### config.mk
export PLATFORM = sky130hd
export DESIGN_NAME = sreg_link_slave
export DESIGN_NICKNAME = d
export VERILOG_FILES = /design/src/rtl/sreg_link_pkg.sv /design/src/rtl/sreg_sync.sv /design/src/rtl/sreg_frame.sv /design/src/rtl/sreg_bank.sv /design/src/rtl/sreg_rdout.sv /design/src/rtl/sreg_link_slave.sv
export SDC_FILE = /design/constraint.sdc
export NUM_CORES = 1
export LEC_CHECK = 0
export ABC_AREA = 0
export BUFFER_PORTS_ARGS = -buffer_cell sky130_fd_sc_hd__buf_2
export CORE_MARGIN = 8
export CORE_UTILIZATION = 40
export DETAILED_ROUTE_END_ITERATION = 10
export GPL_ROUTABILITY_DRIVEN = 1
export SLEW_MARGIN = 20
export SYNTH_ARGS = -nofsm -noshare
export SYNTH_HDL_FRONTEND = slang
export SYNTH_SLANG_ARGS = --single-unit
export TNS_END_PERCENT = 30
### constraint.sdc
create_clock -name clk -period 1.95 [get_ports clk]
set_input_delay 0.2925 -clock clk [delete_from_list [all_inputs] [get_ports clk]]
set_output_delay 0.2925 -clock clk [all_outputs]
set_load 0.01 [all_outputs]
### src/rtl/sreg_link_pkg.sv
package sreg_link_pkg;
    localparam int DATA_W = 32;
    localparam int ADDR_W = 8;
    localparam int HIST_W = DATA_W + ADDR_W;

    localparam logic [ADDR_W-1:0] A_MODE    = 8'h00;
    localparam logic [ADDR_W-1:0] A_MUX     = 8'h01;
    localparam logic [ADDR_W-1:0] A_DISP    = 8'h02;
    localparam logic [ADDR_W-1:0] A_DIP     = 8'h08;
    localparam logic [ADDR_W-1:0] A_RSTCTL  = 8'h80;
    localparam logic [ADDR_W-1:0] A_VERSION = 8'hFF;

    typedef struct packed {
        logic              wr;
        logic              rd;
        logic [ADDR_W-1:0] addr;
        logic [DATA_W-1:0] data;
    } cmd_t;

    function automatic logic is_writable(input logic [ADDR_W-1:0] a);
        return (a == A_MODE) || (a == A_MUX) || (a == A_DISP) || (a == A_RSTCTL);
    endfunction
endpackage

### src/rtl/sreg_sync.sv
module sreg_sync #(
    parameter int          W       = 3,
    parameter logic [W-1:0] RST_VAL = '0
) (
    input  logic         clk,
    input  logic         rst,
    input  logic [W-1:0] d,
    output logic [W-1:0] q
);
    logic [W-1:0] stage1;
    logic [W-1:0] stage2;

    always_ff @(posedge clk) begin
        if (rst) begin
            stage1 <= RST_VAL;
            stage2 <= RST_VAL;
        end else begin
            stage1 <= d;
            stage2 <= stage1;
        end
    end

    assign q = stage2;
endmodule

### src/rtl/sreg_frame.sv
module sreg_frame
    import sreg_link_pkg::*;
(
    input  logic clk,
    input  logic rst,
    input  logic sclk_s,
    input  logic strobe_n_s,
    input  logic sdi_s,
    output cmd_t cmd,
    output logic sclk_fall
);
    logic              sclk_prev;
    logic [HIST_W-1:0] hist;
    logic              sclk_rise;

    assign sclk_rise = sclk_s & ~sclk_prev;
    assign sclk_fall = ~sclk_s & sclk_prev;

    always_ff @(posedge clk) begin
        if (rst) begin
            sclk_prev <= 1'b0;
            hist      <= '0;
            cmd       <= '0;
        end else begin
            sclk_prev <= sclk_s;
            cmd.wr    <= 1'b0;
            cmd.rd    <= 1'b0;
            if (sclk_rise) begin
                if (!strobe_n_s) begin
                    cmd.wr   <= sdi_s;
                    cmd.rd   <= ~sdi_s;
                    cmd.addr <= hist[ADDR_W-1:0];
                    cmd.data <= hist[HIST_W-1:ADDR_W];
                end else begin
                    hist <= {hist[HIST_W-2:0], sdi_s};
                end
            end
        end
    end
endmodule

### src/rtl/sreg_bank.sv
module sreg_bank
    import sreg_link_pkg::*;
#(
    parameter int          RST_LEN = 16,
    parameter logic [31:0] VERSION = 32'h0001_0203
) (
    input  logic              clk,
    input  logic              rst,
    input  cmd_t              cmd,
    input  logic [DATA_W-1:0] dip,
    output logic [DATA_W-1:0] rd_data,
    output logic [DATA_W-1:0] mode,
    output logic [DATA_W-1:0] mux,
    output logic [DATA_W-1:0] disp,
    output logic              rst_req
);
    localparam int CW = $clog2(RST_LEN + 1);

    logic [DATA_W-1:0] rstctl;
    logic [CW-1:0]     pulse_left;

    always_ff @(posedge clk) begin
        if (rst) begin
            mode       <= '0;
            mux        <= '0;
            disp       <= '0;
            rstctl     <= '0;
            pulse_left <= '0;
        end else begin
            if (pulse_left != '0) begin
                pulse_left <= pulse_left - 1'b1;
            end else if (rstctl[0]) begin
                pulse_left <= CW'(RST_LEN);
                rstctl[0]  <= 1'b0;
            end
            if (cmd.wr && is_writable(cmd.addr)) begin
                unique case (cmd.addr)
                    A_MODE:   mode   <= cmd.data;
                    A_MUX:    mux    <= cmd.data;
                    A_DISP:   disp   <= cmd.data;
                    default:  rstctl <= cmd.data;
                endcase
            end
        end
    end

    assign rst_req = (pulse_left != '0);

    always_comb begin
        case (cmd.addr)
            A_MODE:    rd_data = mode;
            A_MUX:     rd_data = mux;
            A_DISP:    rd_data = disp;
            A_DIP:     rd_data = dip;
            A_RSTCTL:  rd_data = rstctl;
            A_VERSION: rd_data = VERSION;
            default:   rd_data = '1;
        endcase
    end
endmodule

### src/rtl/sreg_rdout.sv
module sreg_rdout #(
    parameter int DW = 32
) (
    input  logic          clk,
    input  logic          rst,
    input  logic          load,
    input  logic [DW-1:0] ld_data,
    input  logic          sclk_fall,
    output logic          sdo
);
    localparam int CW = $clog2(DW + 1);

    logic [DW-1:0] sh;
    logic [CW-1:0] left;
    logic          armed;

    always_ff @(posedge clk) begin
        if (rst) begin
            sh    <= '1;
            left  <= '0;
            armed <= 1'b0;
        end else if (load) begin
            sh    <= ld_data;
            left  <= CW'(DW);
            armed <= 1'b0;
        end else if (sclk_fall && left != '0) begin
            if (!armed) begin
                armed <= 1'b1;
            end else begin
                sh   <= {sh[DW-2:0], 1'b1};
                left <= left - 1'b1;
            end
        end
    end

    assign sdo = (left != '0) ? sh[DW-1] : 1'b1;
endmodule

### src/rtl/sreg_link_slave.sv
module sreg_link_slave
    import sreg_link_pkg::*;
#(
    parameter int          RST_LEN = 16,
    parameter logic [31:0] VERSION = 32'h0001_0203
) (
    input  logic        clk,
    input  logic        rst,
    input  logic        sclk_i,
    input  logic        strobe_n_i,
    input  logic        sdi_i,
    output logic        sdo_o,
    input  logic [31:0] dip_i,
    output logic [31:0] mode_o,
    output logic [31:0] mux_o,
    output logic [31:0] disp_o,
    output logic        rst_req_o
);
    logic [2:0]        sync_q;
    cmd_t              cmd;
    logic              sclk_fall;
    logic [DATA_W-1:0] rd_data;

    sreg_sync #(.W(3), .RST_VAL(3'b010)) u_sync (
        .clk (clk),
        .rst (rst),
        .d   ({sclk_i, strobe_n_i, sdi_i}),
        .q   (sync_q)
    );

    sreg_frame u_frame (
        .clk        (clk),
        .rst        (rst),
        .sclk_s     (sync_q[2]),
        .strobe_n_s (sync_q[1]),
        .sdi_s      (sync_q[0]),
        .cmd        (cmd),
        .sclk_fall  (sclk_fall)
    );

    sreg_bank #(.RST_LEN(RST_LEN), .VERSION(VERSION)) u_bank (
        .clk     (clk),
        .rst     (rst),
        .cmd     (cmd),
        .dip     (dip_i),
        .rd_data (rd_data),
        .mode    (mode_o),
        .mux     (mux_o),
        .disp    (disp_o),
        .rst_req (rst_req_o)
    );

    sreg_rdout #(.DW(DATA_W)) u_rdout (
        .clk       (clk),
        .rst       (rst),
        .load      (cmd.rd),
        .ld_data   (rd_data),
        .sclk_fall (sclk_fall),
        .sdo       (sdo_o)
    );
endmodule

==> results of run 1 <==
==> Yosys cell counts (all sizes together) (2+ instances only) <==
cell type  number
a31oi          12
ha              3
xnor2           5
and4            2
nor3           11
nor2           28
nor3b           5
nand3           3
buf            44
nor2b           8
nand3b          4
mux2i          51
a221oi          2
dfxtp         261
inv            19
nor4b           5
nand4           4
nand2         439
and3            3
o21ai          13
a32oi          18
a211oi         26
clkbuf         65
or3             3
and2           12
or2             4
a21oi         217
o2bb2ai        22
a22o           15
a22oi          28
==> sequential cells by signal, summed over array words and instances (netlist names) <==
signal / count
u_frame.cmd: 42
u_frame.hist: 40
u_bank.disp: 32
u_bank.mode: 32
u_bank.mux: 32
u_bank.rstctl: 32
u_rdout.sh: 32
u_rdout.left: 6
u_bank.pulse_left: 5
u_sync.q: 3
u_sync.stage1: 3
u_frame.sclk_prev: 1
u_rdout.armed: 1
==> stage by stage <==
| step | instances | power (mW) | util (%) | TNS (ps) | cell area (µm²) |
|---|---|---|---|---|---|
| 6_report | 1820 | 11.2 | 49.1 | 0 | 13100 |
| 5_1_grt | 1819 | 11.5 | 49.1 | 0 | 13100 |
| 4_1_cts | 1816 | 11.2 | 48.8 | -49.9 | 13000 |
| 3_5_place_dp | 1763 | 5.94 | 45.0 | 0 | 12000 |
| 3_3_place_gp | 1763 | 5.94 | 45.0 | 0 | 12000 |
| 2_1_floorplan | 1340 | 5.78 | - | 0 | 10800 |
==> placed cells by master (no fill, tap or decap), drive strengths merged, types with 5 or more instances in the layout <==
master	synthesis	layout
a32oi	18	18
and2	12	12
nor2	28	28
inv	19	19
o21ai	13	13
nor3	11	11
a21oi	217	217
a22o	15	15
xnor2	5	5
nand2	439	439
mux2i	51	51
dfxtp	261	261
nor2b	8	8
a22oi	28	28
o2bb2ai	22	22
clkinv	0	6
nor3b	5	5
buf	44	196
clkbuf	65	36
a211oi	26	26
a31oi	12	12
nor4b	5	5
==> per-layer routing <==
layer / global-route usage [%] / wire length (µm)
met1: 29.3 / 16400
met2: 31.2 / 15200
met3: 3.49 / 2210
met4: 4.50 / 512
met5: 0 / 13
==> layout make-up <==
cell class | count | area share [%]
multi-input cells | 951 | 39.0
clock inverters | 12 | 1.12
diodes | 1 | 0.0191
clock buffers | 36 | 5.86
flip-flops and latches | 261 | 39.8
well taps | 341 | 3.25
repair buffers | 199 | 10.3
inverters | 19 | 0.543
==> worst max path at each step <==
stage / from / to
finish: u_rdout.left[1]$_SDFFE_PP0P_ / sdo_o
global route: u_bank.pulse_left[1]$_SDFFE_PP0P_ / rst_req_o
CTS: u_rdout.left[1]$_SDFFE_PP0P_ / sdo_o
detailed placement: u_frame.cmd[34]$_SDFFE_PP0P_ / u_rdout.sh[3]$_SDFFE_PP1P_
global placement: u_frame.cmd[34]$_SDFFE_PP0P_ / u_rdout.sh[31]$_SDFFE_PP1P_
floorplan: u_rdout.left[0]$_SDFFE_PP0P_ / u_rdout.sh[23]$_SDFFE_PP1P_
==> what timing repair did <==
action	in CTS	in global routing
hold buffers	3	0
hold endpoints to repair	3	0
setup endpoints to repair	2	151
setup buffers	2	3
pin swaps	0	3
gates resized for setup	8	13
==> report_power, final <==
group	switching, mW	internal, mW	leakage (nW)
sequential	0.0365	5.37	2.11
combinational	0.272	0.204	2.17
clock	2.13	3.16	0.446
total	2.44	8.73	4.73
==> worst max-delay path, cell delays in order (launching register included) <==
cell,delay (ps)
sky130_fd_sc_hd__dfxtp_2,350
sky130_fd_sc_hd__inv_2,60
sky130_fd_sc_hd__ha_4,150
sky130_fd_sc_hd__nor2b_4,130
sky130_fd_sc_hd__buf_6,120
sky130_fd_sc_hd__nand2_4,80
sky130_fd_sc_hd__nand2b_4,60
sky130_fd_sc_hd__buf_6,110
==> logic make-up (layout without fill, tap and decap cells) <==
| kind of cell | after synthesis | count (layout) | share of synthesized area [%] |
|---|---|---|---|
| compound gates | 358 | 358 | 20.2 |
| mux | 51 | 51 | 4.72 |
| xor+xnor | 5 | 5 | 0.405 |
| simple gates | 534 | 534 | 20.7 |
| flops | 261 | 261 | 48.3 |
| buf+inv | 128 | 266 | 5.39 |
| fa+ha+maj | 3 | 3 | 0.347 |
| other cells | 0 | 1 | 0 |
==> results.rst, run 1 <==
.. list-table::
   :header-rows: 1

   * - Metric
     - Value
   * - Result of the run
     - finished, final reports clean
   * - Critical path peak fanout
     - 4
   * - Clock slew at reported path FFs
     - approximately 60 ps
   * - TritonCTS Buffers
     - 27
   * - CP endpoint kind
     - output pin
   * - Gate count after technology mapping
     - roughly 1.3k
   * - NumNets Final
     - ~1.5k
   * - Post-placement setup slack
     - 155 ps
   * - Final routed DRC violation total
     - 0
   * - Worst setup slack after layout
     - ~66 ps
   * - Final setup vio count
     - 0
   * - Number of endpoints with negative hold slack in the final report
     - 0
   * - Type of the worst min-delay path
     - in -> reg
   * - Initial antenna violation count
     - 1
   * - Fin Clk Skew
     - roughly 14 ps
   * - Slew margin rel.
     - roughly 52%
   * - Required time worst endpoint
     - ~1700 ps
   * - Cell depth of the worst min-delay path
     - 4
   * - Cell at the root of the clock tree
     - sky130_fd_sc_hd__clkbuf_16
   * - Hold slack final
     - roughly 210 ps
   * - Setup repair after global routing missed its margin
     - no
   * - Total congestion overflow
     - 0
   * - Async set-reset flop share out of synthesis
     - 0%
   * - Die Ht
     - ~180 µm
   * - Slew @ Worst Pin
     - 713 ps
   * - Drt total wl
     - approximately 34000 µm
   * - Endpoint with the worst hold slack
     - u_rdout.sh[25]$_SDFFE_PP1P_
   * - Cell variety after synth
     - 48
   * - Post-Synthesis Cell Area
     - approximately 11000 µm²
   * - Routed length per instance
     - between 15 and 20 µm
   * - Number of max-cap violations
     - 0
   * - Startpoint of the most critical hold path
     - dip_i[25]
   * - Layout cell share with drive strength beyond 1
     - between 10% and 20%
   * - Wire length of the first global-routing pass
     - 53700 µm
   * - Initial standard-cell utilization of the core
     - between 40% and 50%
   * - GRT Overall Usage
     - 20.3%
   * - Max Fclk
     - between 500 and 600 MHz
   * - Warnings from Yosys
     - 0
   * - Flop2flop setup slack
     - approximately 160 ps
   * - Final-report max-slew violation count
     - 0
   * - Global placement routability congestion
     - just under 0.9
   * - Post-layout min period
     - about 1900 ps
   * - Final cycle utilization of the critical path
     - around 97%
   * - Floorplan die area
     - 32600 µm²
   * - Largest net degree at the start of global routing
     - around 120
   * - Post-Syn Area per Cell
     - 8.07 µm²
   * - CP arrival
     - about 1600 ps
   * - Leading cell types by total area after synthesis
     - sky130_fd_sc_hd__dfxtp_1 48%, sky130_fd_sc_hd__nand2_1 15%, sky130_fd_sc_hd__a21oi_1 10%
   * - Seq cells post-synth
     - approximately 260
   * - Detailed placer's ending HPWL
     - around 24000 µm
   * - Register area share after synthesis
     - between 40% and 50%
   * - Number of ports placed on the die boundary
     - roughly 140
   * - Number of buffers on the longest clock path
     - 3
   * - Worst-case vdd ir drop
     - 0.433 mV
   * - R2R cell count
     - 5
   * - Detail-routed via count per cell
     - 5.41
   * - Pwr per Cell Area
     - 851 nW/µm²
   * - Site row count
     - 60
   * - Sinks on Clock Net
     - approximately 260
   * - Class of the most critical setup path
     - reg -> out
   * - Net count after synthesis
     - 1380
   * - First DRT Iteration DRCs
     - between 900 and 1k
   * - Top cell type's share of synthesized area
     - between 40% and 50%
   * - Clock Latency Late Sink
     - around 530 ps
   * - Total vias in the final route
     - 9839
   * - Post-DRT Antenna Nets
     - 0
   * - Count of filler cells inserted in the layout
     - 2649
   * - Count of input and output buffers
     - 134
   * - Static leakage
     - roughly 4.7 nW
   * - FF+latch area
     - about 5200 µm²
   * - Footprint of the multi-input gates
     - just over 5000 µm²
   * - Leading area contributor after synthesis
     - sky130_fd_sc_hd__dfxtp_1
   * - Drt first pass iters
     - 7
   * - Kind of launch point of the worst setup path
     - flip-flop
   * - EDFF count, synth
     - 0
   * - Horizontal die dimension
     - around 180 µm
   * - Clock tree from TritonCTS
     - done
   * - Dominant synthesized flop cell
     - sky130_fd_sc_hd__dfxtp_1
   * - Critical R2R Capture
     - u_rdout.sh[4]$_SDFFE_PP1P_
   * - Layout Area Growth over Synthesis
     - 21.3%
   * - CTS H-tree depth
     - 1
   * - Placeable core region
     - approximately 27000 µm²
   * - Number of global-route vias before repair
     - between 9k and 10k
   * - Worst R2R Start
     - u_frame.cmd[32]$_SDFFE_PP0P_
(Power assumes the default switching activity.)
==> inputs of run 2 (changes only) <==
--- a/config.mk
+++ b/config.mk
@@ -9,6 +9,7 @@
 export BUFFER_PORTS_ARGS = -buffer_cell sky130_fd_sc_hd__buf_2
 export CORE_MARGIN = 8
 export CORE_UTILIZATION = 40
+export CTS_BUF_LIST = sky130_fd_sc_hd__clkbuf_8
 export DETAILED_ROUTE_END_ITERATION = 10
 export GPL_ROUTABILITY_DRIVEN = 1
 export SLEW_MARGIN = 20
==> results.rst, run 2 (same netlist as run 1, synthesis figures left out) <==
.. list-table::
   :header-rows: 1

   * - Metric
     - Value
   * - Class of the most critical setup path
     - reg -> out (unchanged)
   * - Endpoint with the worst hold slack
     - u_rdout.sh[25]$_SDFFE_PP1P_ (unchanged)
   * - Number of endpoints with negative hold slack in the final report
     - 0 (unchanged)
   * - Global placement routability congestion
     - 0.877 (unchanged)
   * - Critical R2R Capture
     - u_rdout.sh[4]$_SDFFE_PP1P_ (unchanged)
   * - Number of max-cap violations
     - 0 (unchanged)
   * - Required time worst endpoint
     - 1660 ps (about the same)
   * - Worst-case vdd ir drop
     - 0.362 mV (was 0.433 mV)
   * - Layout cell share with drive strength beyond 1
     - 18.5% (was 18.1%)
   * - Slew margin rel.
     - 53.3% (was 51.9%)
   * - Startpoint of the most critical hold path
     - dip_i[25] (unchanged)
   * - Layout Area Growth over Synthesis
     - 19.8% (was 21.3%)
   * - Critical path peak fanout
     - 2 (was 4)
   * - Final routed DRC violation total
     - 0 (unchanged)
   * - FF+latch area
     - 5230 µm² (unchanged)
   * - Sinks on Clock Net
     - 261 (unchanged)
   * - Post-DRT Antenna Nets
     - 0 (unchanged)
   * - Number of buffers on the longest clock path
     - 3 (unchanged)
   * - Final-report max-slew violation count
     - 0 (unchanged)
   * - Max FFs per register
     - 42 (unchanged)
   * - Number of global-route vias before repair
     - 9337 (was 9184)
   * - First DRT Iteration DRCs
     - 899 (was 957)
   * - Layout Utilization
     - 48.5% (was 49.1%)
   * - Cell depth of the worst min-delay path
     - 4 (unchanged)
   * - Detailed placer's ending HPWL
     - 24300 µm (unchanged)
   * - CP endpoint kind
     - output pin (unchanged)
   * - GRT Overall Usage
     - 20.5% (was 20.3%)
   * - Pwr per Cell Area
     - 789 nW/µm² (was 851 nW/µm²)
   * - Footprint of the multi-input gates
     - 5120 µm² (unchanged)
   * - Total vias in the final route
     - 9864 (was 9839)
   * - Clock Latency Late Sink
     - 560 ps (was 530 ps)
   * - Final design area excluding fillers
     - 13000 µm² (was 13100 µm²)
   * - Drt total wl
     - 34600 µm (was 34300 µm)
   * - NumNets Final
     - 1515 (was 1499)
   * - TritonCTS Buffers
     - 43 (was 27)
   * - Die Ht
     - 180 µm (unchanged)
   * - CTS H-tree depth
     - 2 (was 1)
   * - Most frequent cells in the layout
     - 438 x sky130_fd_sc_hd__nand2_1, 258 x sky130_fd_sc_hd__dfxtp_1, 216 x sky130_fd_sc_hd__a21oi_1 (unchanged)
   * - Placeable core region
     - 26700 µm² (unchanged)
   * - Setup repair after global routing missed its margin
     - no (unchanged)
   * - Slew @ Worst Pin
     - 692 ps (was 713 ps)
   * - Wire length of the first global-routing pass
     - 54000 µm (was 53700 µm)
   * - Max Fclk
     - 533 MHz (was 531 MHz)
   * - Flop2flop setup slack
     - 130 ps (was 160 ps)
   * - CP arrival
     - 1580 ps (was 1590 ps)
   * - Clock tree from TritonCTS
     - done (unchanged)
   * - Floorplan die area
     - 32600 µm² (unchanged)
   * - Post-layout min period
     - 1880 ps (about the same)
   * - Instance area after placement
     - 12000 µm² (unchanged)
   * - Drt first pass iters
     - 5 (was 7)
   * - Routed length per instance
     - 18.8 µm (was 18.9 µm)
   * - Result of the run
     - finished, final reports clean (unchanged)
   * - Total congestion overflow
     - 0 (unchanged)
   * - Detail-routed via count per cell
     - 5.36 (was 5.41)
   * - Initial antenna violation count
     - 1 (unchanged)
   * - Most frequent standard cell in the layout excluding fill and tap cells
     - sky130_fd_sc_hd__nand2_1 (unchanged)
   * - Fin Clk Skew
     - 11.8 ps (was 13.5 ps)
   * - Clock slew at reported path FFs
     - 60 ps (about the same)
   * - Static leakage
     - 4.73 nW (about the same)
   * - Type of the worst min-delay path
     - in -> reg (unchanged)
   * - Registers with the most flip-flops
     - u_frame.cmd x42, u_frame.hist x40 (unchanged)
   * - Final setup vio count
     - 0 (unchanged)
   * - Setup TNS Final
     - 0 ps (unchanged)
   * - Number of ports placed on the die boundary
     - 135 (unchanged)
   * - Worst R2R Start
     - u_frame.cmd[32]$_SDFFE_PP0P_ (unchanged)
   * - Cell at the root of the clock tree
     - sky130_fd_sc_hd__clkbuf_8 (was sky130_fd_sc_hd__clkbuf_16)
   * - Kind of launch point of the worst setup path
     - flip-flop (unchanged)
   * - Largest register by flop count
     - u_frame.cmd (unchanged)
   * - Count of filler cells inserted in the layout
     - 2674 (was 2649)
   * - Number of diodes
     - 0 (was 1)
   * - Horizontal die dimension
     - 180 µm (unchanged)
   * - Largest net degree at the start of global routing
     - 123 (unchanged)
   * - Site row count
     - 60 (unchanged)
   * - Final cycle utilization of the critical path
     - 96.2% (was 96.6%)
   * - Initial standard-cell utilization of the core
     - 40.5% (unchanged)
   * - R2R cell count
     - 5 (unchanged)
   * - Count of input and output buffers
     - 134 (unchanged)
-- run 2: cell types whose count changed in the layout (fill, tap and decap cells not counted), sizes merged --
cell      delta
inv         +20
bufinv       -3
clkinv       -4
clkbuf      +11
clkinvlp     -3
diode        -1
-- run 2: worst max-delay path by stage --
| stage | from | end | slack [ps] | depth (start not counted) |
|---|---|---|---|---|
| after detailed placement | u_frame.cmd[34]$_SDFFE_PP0P_ | u_rdout.sh[3]$_SDFFE_PP1P_ | 160 | 5 |
| after floorplan | u_rdout.left[0]$_SDFFE_PP0P_ | u_rdout.sh[23]$_SDFFE_PP1P_ | 210 | 7 |
| final | u_rdout.left[1]$_SDFFE_PP0P_ | sdo_o | 70 | 7 |
| after global placement | u_frame.cmd[34]$_SDFFE_PP0P_ | u_rdout.sh[31]$_SDFFE_PP1P_ | 190 | 5 |
| after CTS | u_bank.pulse_left[0]$_SDFFE_PP0P_ | rst_req_o | 6 | 5 |
| after global routing | u_frame.cmd[34]$_SDFFE_PP0P_ | u_bank.rstctl[10]$_SDFFE_PP0P_ | 10 | 6 |
-- run 2: power by group --
group | internal (mW) | switching (mW)
clock network | 2.21 | 2.14
logic | 0.205 | 0.273
registers | 5.37 | 0.0387
-- run 2: area by class of cell --
class                      instances  area share [%]
clock inverter                    22           0.792
clock buffer                      47            4.99
tap                              341            3.29
multi-input combinational        951            39.5
inverter                          19           0.550
sequential                       261            40.3
timing repair buffer             199            10.5
-- run 2: stage by stage --
step / instances / total power, mW / setup WS, ps / hold slack [ps]
finish: 1840 / 10.2 / 73.6 / 184
global route: 1840 / 10.6 / 9.99 / 201
CTS: 1840 / 10.3 / 6.26 / 161
detailed placement: 1763 / 5.94 / 155 / 401
global placement: 1763 / 5.94 / 194 / 402
floorplan: 1340 / 5.78 / 206 / 389
-- run 2: critical path, cell delays in order (launching register included) --
cell and delay, ps:
sky130_fd_sc_hd__dfxtp_2 330, sky130_fd_sc_hd__inv_2 50, sky130_fd_sc_hd__ha_4 150, sky130_fd_sc_hd__nor2b_4 130, sky130_fd_sc_hd__buf_6 120, sky130_fd_sc_hd__nand2_4 80, sky130_fd_sc_hd__nand2b_4 60, sky130_fd_sc_hd__buf_6 120
-- run 2: routing by layer --
metal | GRT usage [%] | up-vias | wire length, µm | share of wire (%)
li1 | - | 4852 | - | -
met1 | 29.0 | 4647 | 16400 | 47
met2 | 31.2 | 317 | 15300 | 44
met3 | 4.07 | 46 | 2220 | 6.4
met4 | 5.75 | 2 | 626 | 1.8
met5 | 0 | - | 11 | 0.032
-- run 2: repair_timing --
item | CTS | global route
pin swaps | 2 | 2
hold buffers | 3 | 0
endpoints found under the hold margin | 3 | 0
endpoints found under the setup margin | 2 | 152
resized for setup | 15 | 9
buffers inserted | 5 | 0
